--- config.mk ---
export PLATFORM = sky130hd
export DESIGN_NAME = scaler_ctrl
export DESIGN_NICKNAME = d
export VERILOG_FILES = /design/src/rtl/scaler_ctrl.sv
export SDC_FILE = /design/constraint.sdc
export NUM_CORES = 1
export LEC_CHECK = 0
export ABC_AREA = 1
export BUFFER_PORTS_ARGS = -buffer_cell sky130_fd_sc_hd__buf_2
export CAP_MARGIN = 20
export CORE_ASPECT_RATIO = 1.4
export CORE_MARGIN = 10
export CORE_UTILIZATION = 34
export CTS_CLUSTER_SIZE = 16
export DETAILED_ROUTE_END_ITERATION = 12
export HOLD_SLACK_MARGIN = 0.06
export SLEW_MARGIN = 20
export SYNTH_ARGS = -nofsm -noshare
export SYNTH_HDL_FRONTEND = slang
export SYNTH_SLANG_ARGS = --single-unit
--- constraint.sdc ---
create_clock -name clk -period 6.4 [get_ports clk]
set_input_delay 1.28 -clock clk [delete_from_list [all_inputs] [get_ports clk]]
set_output_delay 1.28 -clock clk [all_outputs]
set_load 0.01 [all_outputs]
--- src/rtl/scaler_ctrl.sv ---
module scaler_ctrl #(
  parameter int NUM_ERR    = 24,
  parameter int RST_CYCLES = 16
) (
  input  logic               clk,
  input  logic               rst_n,
  input  logic               bus_wr,
  input  logic [1:0]         bus_addr,
  input  logic [31:0]        bus_wdata,
  output logic [31:0]        bus_rdata,
  input  logic               frame_done,
  input  logic [NUM_ERR-1:0] err_pulse,
  output logic               frame_start,
  output logic               busy,
  output logic               irq
);
  localparam int NC = NUM_ERR + 2;
  localparam int RW = $clog2(RST_CYCLES + 1);

  logic [RW-1:0] rst_cnt;
  logic [NC-1:0] en_q, stat_q;
  logic          tmo_en;
  logic [15:0]   tmo_val, pre, cnt;
  logic [3:0]    tmo_div;

  wire resetting = rst_cnt != '0;
  wire wr_ctrl   = bus_wr && bus_addr == 2'd0;
  wire wr_en     = bus_wr && bus_addr == 2'd1;
  wire wr_stat   = bus_wr && bus_addr == 2'd2;
  wire wr_tmo    = bus_wr && bus_addr == 2'd3;
  wire go_rst    = wr_ctrl && bus_wdata[1];
  wire go_start  = wr_ctrl && bus_wdata[0] && !bus_wdata[1] && !busy && !resetting;
  wire tick      = busy && tmo_en && pre == ((16'd1 << tmo_div) - 16'd1);
  wire expire    = tick && cnt == tmo_val;
  wire done      = busy && frame_done;

  wire [NC-1:0] set_v = {err_pulse, expire, done};
  wire [NC-1:0] clr_v = wr_stat ? bus_wdata[NC-1:0] : '0;

  always_ff @(posedge clk or negedge rst_n) begin
    if (!rst_n) begin
      rst_cnt     <= '0;
      busy        <= 1'b0;
      frame_start <= 1'b0;
      en_q        <= '0;
      stat_q      <= '0;
      tmo_en      <= 1'b1;
      tmo_val     <= 16'hFFFF;
      tmo_div     <= 4'hF;
      pre         <= '0;
      cnt         <= '0;
    end else begin
      frame_start <= go_start;

      if (go_rst)         rst_cnt <= RW'(RST_CYCLES);
      else if (resetting) rst_cnt <= rst_cnt - 1'b1;

      if (go_rst || done || expire) busy <= 1'b0;
      else if (go_start)            busy <= 1'b1;

      if (!busy || go_rst) begin
        pre <= '0;
        cnt <= '0;
      end else if (tmo_en) begin
        if (tick) begin
          pre <= '0;
          cnt <= cnt + 16'd1;
        end else begin
          pre <= pre + 16'd1;
        end
      end

      if (go_rst || resetting) en_q <= '0;
      else if (wr_en)          en_q <= bus_wdata[NC-1:0];

      if (go_rst || resetting) stat_q <= '0;
      else                     stat_q <= (stat_q & ~clr_v) | set_v;

      if (wr_tmo) begin
        tmo_en  <= bus_wdata[31];
        tmo_div <= bus_wdata[19:16];
        tmo_val <= bus_wdata[15:0];
      end
    end
  end

  always_comb begin
    case (bus_addr)
      2'd0:    bus_rdata = {30'd0, resetting, busy};
      2'd1:    bus_rdata = 32'(en_q);
      2'd2:    bus_rdata = 32'(stat_q);
      default: bus_rdata = {tmo_en, 11'd0, tmo_div, tmo_val};
    endcase
  end

  assign irq = |(stat_q & en_q);
endmodule

Word level (Yosys, flattened, before mapping)
Cells that the tools add are included.
{ "classes": {"order_cmp": 0, "reduce_logical": 29, "mul": 0, "bitwise": 4, "n_div": 0, "muxes": 15, "shifts": 1, "n_eq_ne": 5, "n_addsub": 4} }
{ "op_table": {"columns": ["op", "count"], "rows": [
  ["26-bit two-way mux", 4],
  ["16-bit two-way mux", 6],
  ["32-bit one-hot mux with 3 select lines", 1],
  ["26-bit AND", 2],
  ["16-bit by 1-bit adder with 16-bit output (second input constant)", 2],
  ["16-bit == test", 2],
  ["26-bit inverter", 1],
  ["26-bit OR", 1],
  ["26-bit OR reduction", 1],
  ["1-bit by 4-bit << shifter with 16-bit output (first input constant)", 1],
  ["16-bit by 1-bit subtractor with 16-bit output (second input constant)", 1],
  ["1-bit logical AND", 13],
  ["5-bit two-way mux", 2],
  ["2-bit nonzero test", 5],
  ["5-bit nonzero test", 1],
  ["5-bit by 1-bit subtractor with 5-bit output (second input constant)", 1],
  ["2-bit == test (second input constant)", 2],
  ["1-bit logical OR", 4],
  ["1-bit zero test", 3],
  ["2-bit by 1-bit == test with 1-bit output (second input constant)", 1],
  ["2-bit zero test", 1],
  ["1-bit two-way mux", 2],
  ["2-bit AND reduction", 1]
]} }
{ "totals": {"ram_bits": 0, "ff_bits": 112, "rom_bits": 0, "out_inout_bits": 35, "word_cells": 68, "latch_bits": 0, "memories": 0} }

Depth between registers and ports, before layout
Gate-level depths: netlist of run 1.
{ "depth": {"ltp_word": 8, "ltp_mapped": 18, "ltp_nobuf": 16} }

Worst setup path before layout of run 1
No wires, ideal clock.
{ "synth_path": {"path_kind": "in2out", "from": "input bus_addr[1]", "to": "output bus_rdata[10]", "stages": 5, "setup_slack_ps": 2723, "path_buffers": 1, "t_required_ps": 5120, "arrival_ps": 2397, "path_cell_list": "inv_1 > nor2_1 > clkbuf_1 > clkinv_1 > o221ai_1"} }
{ "synth_between": {"elab_chain_cells": 2, "word_cells_on_any_way": 4, "cone_classes": "eq/ne: 2; mux: 1; reduce/logical: 1"} }
{ "synth_rtl": {"columns": ["item", "line", "rtl"], "rows": [
  ["start: declaration", "8", "input logic [1:0] bus_addr,"],
  ["2-bit == test (tied with other cells)", "88", "case (bus_addr)"],
  ["32-bit one-hot mux with 3 select lines *", "88", null],
  ["end: declaration", "10", "output logic [31:0] bus_rdata,"]
]} }
Every way passes the cells marked *; elsewhere a longest branch is shown, timed or not.

Final worst setup path of run 1
{ "layout_path": {"from": "input bus_addr[0]", "to": "output bus_rdata[5]"} }
The elaborated chain is that of the path after synthesis.

==> results of run 1 <==
[critical path: cells and delay by family]
| family | cells | cell delay (ns) |
|---|---|---|
| simple gates | 1 | 0.05 |
| compound gates | 1 | 0.34 |
| buf+inv | 5 | 1.27 |
[final timing paths]
kind	startpoint	end	slack (ns)	depth (start not counted)
max reg2reg	tmo_div[3]	cnt[6]	3.10	14
min in group asynchronous	rst_n	en_q[20]	0.96	1
max in group asynchronous	rst_n	tmo_val[1]	4.48	2
min	rst_cnt[4]	rst_cnt[4]	0.49	2
max	bus_addr[0]	bus_rdata[5]	2.18	7
min reg2reg	rst_cnt[4]	rst_cnt[4]	0.49	2
[state kept, by name, indices dropped and copies added (netlist names)]
register and cells:
rst_cnt 5, tmo_en 1, pre 16, cnt 16, tmo_div 4, frame_start 1, stat_q 26, en_q 26
busy 1, tmo_val 16
[cell usage in the layout, fill, tap and decap left out, drive strengths merged]
master,n
o211ai,3
clkbuf,10
nor4,5
nor2,78
a21oi,9
o22ai,5
o2111ai,1
nand3b,4
nor3b,1
nand4,19
xor2,29
o221ai,15
nand3,72
ha,4
nor3,14
dfrtp,91
dfstp,21
buf,93
inv,160
o2111a,1
o31ai,1
o21ai,103
or2,8
nand2,219
clkinvlp,2
clkinv,3
o21bai,1
a221oi,3
xnor2,4
conb,5
[layer usage]
metal,part of all wire [%],vias to the layer above
li1,-,3030
met1,42,2907
met2,53,120
met3,3.8,14
met4,1.1,0
met5,0,-
[where the power goes]
part	switching (mW)	internal (mW)
sequential	0.0655	0.790
clock	0.285	0.281
combinational	0.287	0.145
total	0.638	1.22
[cell type report]
cell class	count	share of cell area (%)
well taps	248	4.10
multi-input cells	604	40.3
repair buffers	93	6.46
inverters	159	7.95
clock inverters	6	0.694
flip-flops and latches	112	37.4
clock buffers	10	3.16
[stage by stage]
stage	hold slack (ns)	util, %	setup WS [ns]	total power [mW]	instance area, um2
final	0.492	39.2	2.18	1.85	7570
after global routing	0.517	39.2	2.14	1.97	7570
after CTS	0.493	39.2	2.15	1.87	7570
after detailed placement	0.475	37.7	2.15	1.30	7280
after global placement	0.469	37.7	2.16	1.30	7280
after floorplan	0.451	-	2.72	1.16	6680
[cells by family (layout without fill, tap and decap cells)]
logic type,count (synthesis),count (layout),synth area share (%)
AOI/OAI and AO/OA,142,142,12.2
and+or+nand+nor,420,420,28.1
buffers and inverters,197,268,12.2
other,1,5,0.0562
xor gates and xnor gates,33,33,4.33
adders and majority gates,4,4,0.751
DFF,112,112,42.4
==> results.json, run 1 <==
{
  "cts_buffers": 9,
  "crit_chain": "buf_2 > inv_1 > nor2_1 > buf_4 > inv_1 > o221ai_1 > buf_2",
  "syn_inst": 909,
  "synth_seq_cells": 112,
  "finalSetupTns_ns": 0,
  "cellLeakagePower_nw": 3.86,
  "cp.required_ns": 5.12,
  "postCtsHoldBufs": 0,
  "worstSkewPairLatency_ns": 0.35,
  "h-tree-depth": 3,
  "drc_errors": 0,
  "busiest_layer": "met2",
  "peakVddDrop_uv": 134,
  "slowest_stage": "inv_1",
  "dp.cells": 1216,
  "grtUsageTotal_pct": 14.5,
  "post-route-min-period_ns": 4.22,
  "io_pins": 97,
  "yosysUniqueCellTypes": 41,
  "register_area_um2": 2830,
  "seq_area_frac_synth_pct": 42.4,
  "synth_edf_count": 0,
  "tightest_slew_ns": 0.930,
  "synth_most_common_cell": "nand2_1",
  "rsz0062_at_grt": "no",
  "slew_headroom_pct": 37.9,
  "synthToLayoutAreaGrowth_pct": 13.5,
  "status": "completed",
  "first_pass_iters": 5,
  "vias": 6071,
  "antenna_cells": 0,
  "yosys-top-cells-area": "dfrtp_1 (34%), nand2_1 (12%), inv_1 (8.6%)",
  "met2_usage_pct": 27.1,
  "async_flop_share_pct": 100,
  "fin_crit_sh_pct": 65.9,
  "std_cell_rows": 60,
  "fin_nets": 1045,
  "cts_tree": "built",
  "grt_remaining_overflow": 0,
  "dieHeight_um": 186,
  "crit_fanout": 24,
  "cts_sinks": 112,
  "post_cts_buffers": 0,
  "met3_usage_pct": 2.27,
  "drive_gt1_share_pct": 16.4,
  "die_w_um": 138,
  "arrival_ns": 2.94,
  "power_density_nw_per_um2": 245,
  "syn_avg_cell_area_um2": 7.34,
  "path_clk_slew_ns": 0.07,
  "synth_flop_cell": "dfrtp_1",
  "synth_commonest_cells": "nand2_1 (214), inv_1 (153), o21ai_0 (92)",
  "synth_area_um2": 6670,
  "start_util_pct": 34.6,
  "fillers": 2017,
  "drtAntennaViolNets": 0,
  "skew_ns": 0.0106,
  "clock.fmax_mhz": 237,
  "synth_area_leader_cell": "dfrtp_1",
  "start_kind": "input pin",
  "finalSetupViolCount": 0,
  "synth_top_area_share_pct": 34.2,
  "instances_no_fill": 1232,
  "cp-end-kind": "primary output",
  "drv_cap": 0,
  "dp_hpwl_mm": 13.9,
  "use_met1_pct": 16.7,
  "hold_class": "reg2reg",
  "cpPeakStageDelay_ns": 0.68,
  "yosysWarnings": 0,
  "antenna_found_initial": 0,
  "wl_per_cell_um": 15.3,
  "grt_max_degree": 83,
  "cts_resized": 0,
  "port_buffers": 86,
  "critPathKind": "in2out",
  "grt_pass1_wl_mm": 31.0,
  "core-area_um2": 19300,
  "routed_wl_mm": 18.9,
  "via_per_inst": 4.93,
  "cts_root_buf": "clkbuf_16",
  "multi_input_area_um2": 3050,
  "finalMaxSlewViolations": 0,
  "grt_pass1_vias": 6067,
  "clockBufferDepth": 2,
  "routabilityCongestion": 0.884,
  "dr.first_iter.drc_count": 288,
  "die_area_um2": 25700,
  "finalHoldViolCount": 0
}
No activity file was read; power rests on OpenSTA's default activity.
==> inputs of run 2 (changes only) <==
==> constraint.sdc (replaced) <==
create_clock -name clk -period 3.5 [get_ports clk]
set_input_delay 0.7 -clock clk [delete_from_list [all_inputs] [get_ports clk]]
set_output_delay 0.7 -clock clk [all_outputs]
set_load 0.01 [all_outputs]
==> results.json, run 2 (same netlist as run 1, synthesis figures left out) <==
{
  "reg2reg_from": "tmo_div[3]",
  "antenna_cells": 0,
  "worst_r2r_path_depth": 13,
  "grt_max_degree": 61,
  "grt_pass1_vias": 6061,
  "power_density_nw_per_um2": 449,
  "cp.required_ns": 2.80,
  "worstSkewPairLatency_ns": 0.36,
  "std_cell_rows": 60,
  "drc_errors": 0,
  "hold_class": "in2async",
  "postCtsHoldBufs": 0,
  "cp-end-kind": "primary output",
  "dp_hpwl_mm": 14.1,
  "routabilityCongestion": 0.867,
  "drive_gt1_share_pct": 17.0,
  "clock.fmax_mhz": 368,
  "h-tree-depth": 3,
  "cts_sinks": 112,
  "finalSetupViolCount": 0,
  "final_cell_mix": "nand2_1 (214), inv_1 (153), o21ai_0 (92), dfrtp_1 (91), buf_2 (85)",
  "wl_per_cell_um": 15.2,
  "fin_nets": 1052,
  "dr.first_iter.drc_count": 320,
  "cts_buffers": 9,
  "vias": 6061,
  "tightest_slew_ns": 0.790,
  "routed_wl_mm": 18.8,
  "port_buffers": 86,
  "cellLeakagePower_nw": 3.91,
  "skew_ns": 0.0133,
  "grtUsageTotal_pct": 14.5,
  "finalSetupTns_ns": 0,
  "status": "completed",
  "start_util_pct": 34.6,
  "fin_crit_sh_pct": 77.6,
  "r2r_slack_ns": 0.92,
  "final_common_cell": "nand2_1",
  "start_kind": "input pin",
  "grt_pass1_wl_mm": 31.1,
  "drv_cap": 0,
  "antenna_found_initial": 0,
  "cts_root_buf": "clkbuf_16",
  "die_area_um2": 25700,
  "worstReg2RegEnd": "cnt[1]",
  "top_regs": "en_q (26), stat_q (26)",
  "slew_headroom_pct": 47.2,
  "rsz0062_at_grt": "no",
  "synthToLayoutAreaGrowth_pct": 14.7,
  "dieHeight_um": 186,
  "first_pass_iters": 5,
  "cts_resized": 0,
  "grt_remaining_overflow": 0,
  "post_cts_buffers": 0,
  "finalMaxSlewViolations": 0,
  "critPathKind": "in2out",
  "arrival_ns": 2.02,
  "drtAntennaViolNets": 0,
  "die_w_um": 138,
  "clockBufferDepth": 2,
  "total_power_mw": 3.43,
  "crit_fanout": 18,
  "peakVddDrop_uv": 275,
  "io_pins": 97,
  "post-route-min-period_ns": 2.72,
  "path_clk_slew_ns": 0.09,
  "via_per_inst": 4.89,
  "core-area_um2": 19300,
  "finalHoldViolCount": 0,
  "cts_tree": "built"
}
==> run 2: cell types whose count changed in the layout (fill, tap and decap cells not counted) <==
cell	change
clkinvlp_4	-1
inv_6	+2
buf_12	+2
buf_6	-1
clkinv_4	-2
buf_4	+6
inv_8	+1
==> run 2: layer usage <==
metal  vias up  global-route usage [%]  share of wire [%]
li1       3047                       -                  -
met1      2891                    16.9                 42
met2       108                    26.6                 53
met3        15                    2.42                3.4
met4         0                    4.52                1.6
met5         -                       0                  0
==> run 2: area by class of cell <==
type / instances / area (um2)
flip-flops and latches: 112 / 2830
repair buffers: 100 / 563
well taps: 248 / 310
inverters: 159 / 602
clock buffers: 10 / 239
multi-input cells: 604 / 3050
fillers: 2034 / 11600
clock inverters: 6 / 56.3
==> run 2: worst max path at each step <==
stage | startpoint | end | slack, ns | depth (start not counted)
after floorplan | bus_addr[1] | bus_rdata[10] | 0.98 | 5
after global placement | bus_addr[0] | bus_rdata[1] | 0.80 | 7
after detailed placement | bus_addr[0] | bus_rdata[1] | 0.79 | 7
after CTS | bus_addr[0] | bus_rdata[1] | 0.78 | 7
after global routing | tmo_div[3] | cnt[14] | 0.63 | 16
final | bus_addr[0] | bus_rdata[1] | 0.78 | 7
==> run 2: power by group <==
group | leakage (nW) | total, mW | switching, mW | internal, mW
Clock | 0.144 | 1.05 | 0.532 | 0.522
Combinational | 2.28 | 0.817 | 0.531 | 0.286
Sequential | 1.48 | 1.56 | 0.119 | 1.44
==> run 2: per-stage QoR <==
step	cells	cell area [um2]	utilization (%)	hold slack (ns)	setup WS, ns
6_report	1239	7650	39.6	0.394	0.784
5_1_grt	1239	7650	39.6	0.434	0.626
4_1_cts	1239	7650	39.6	0.409	0.785
3_5_place_dp	1223	7350	38.1	0.472	0.789
3_3_place_gp	1223	7350	38.1	0.467	0.799
2_1_floorplan	913	6680	-	0.404	0.983
==> run 2: critical path, stage by stage <==
cell and delay [ns]:
buf_2 0.14, inv_1 0.05, nor2_1 0.18, inv_1 0.21
buf_4 0.26, o2111ai_1 0.27, buf_2 0.19
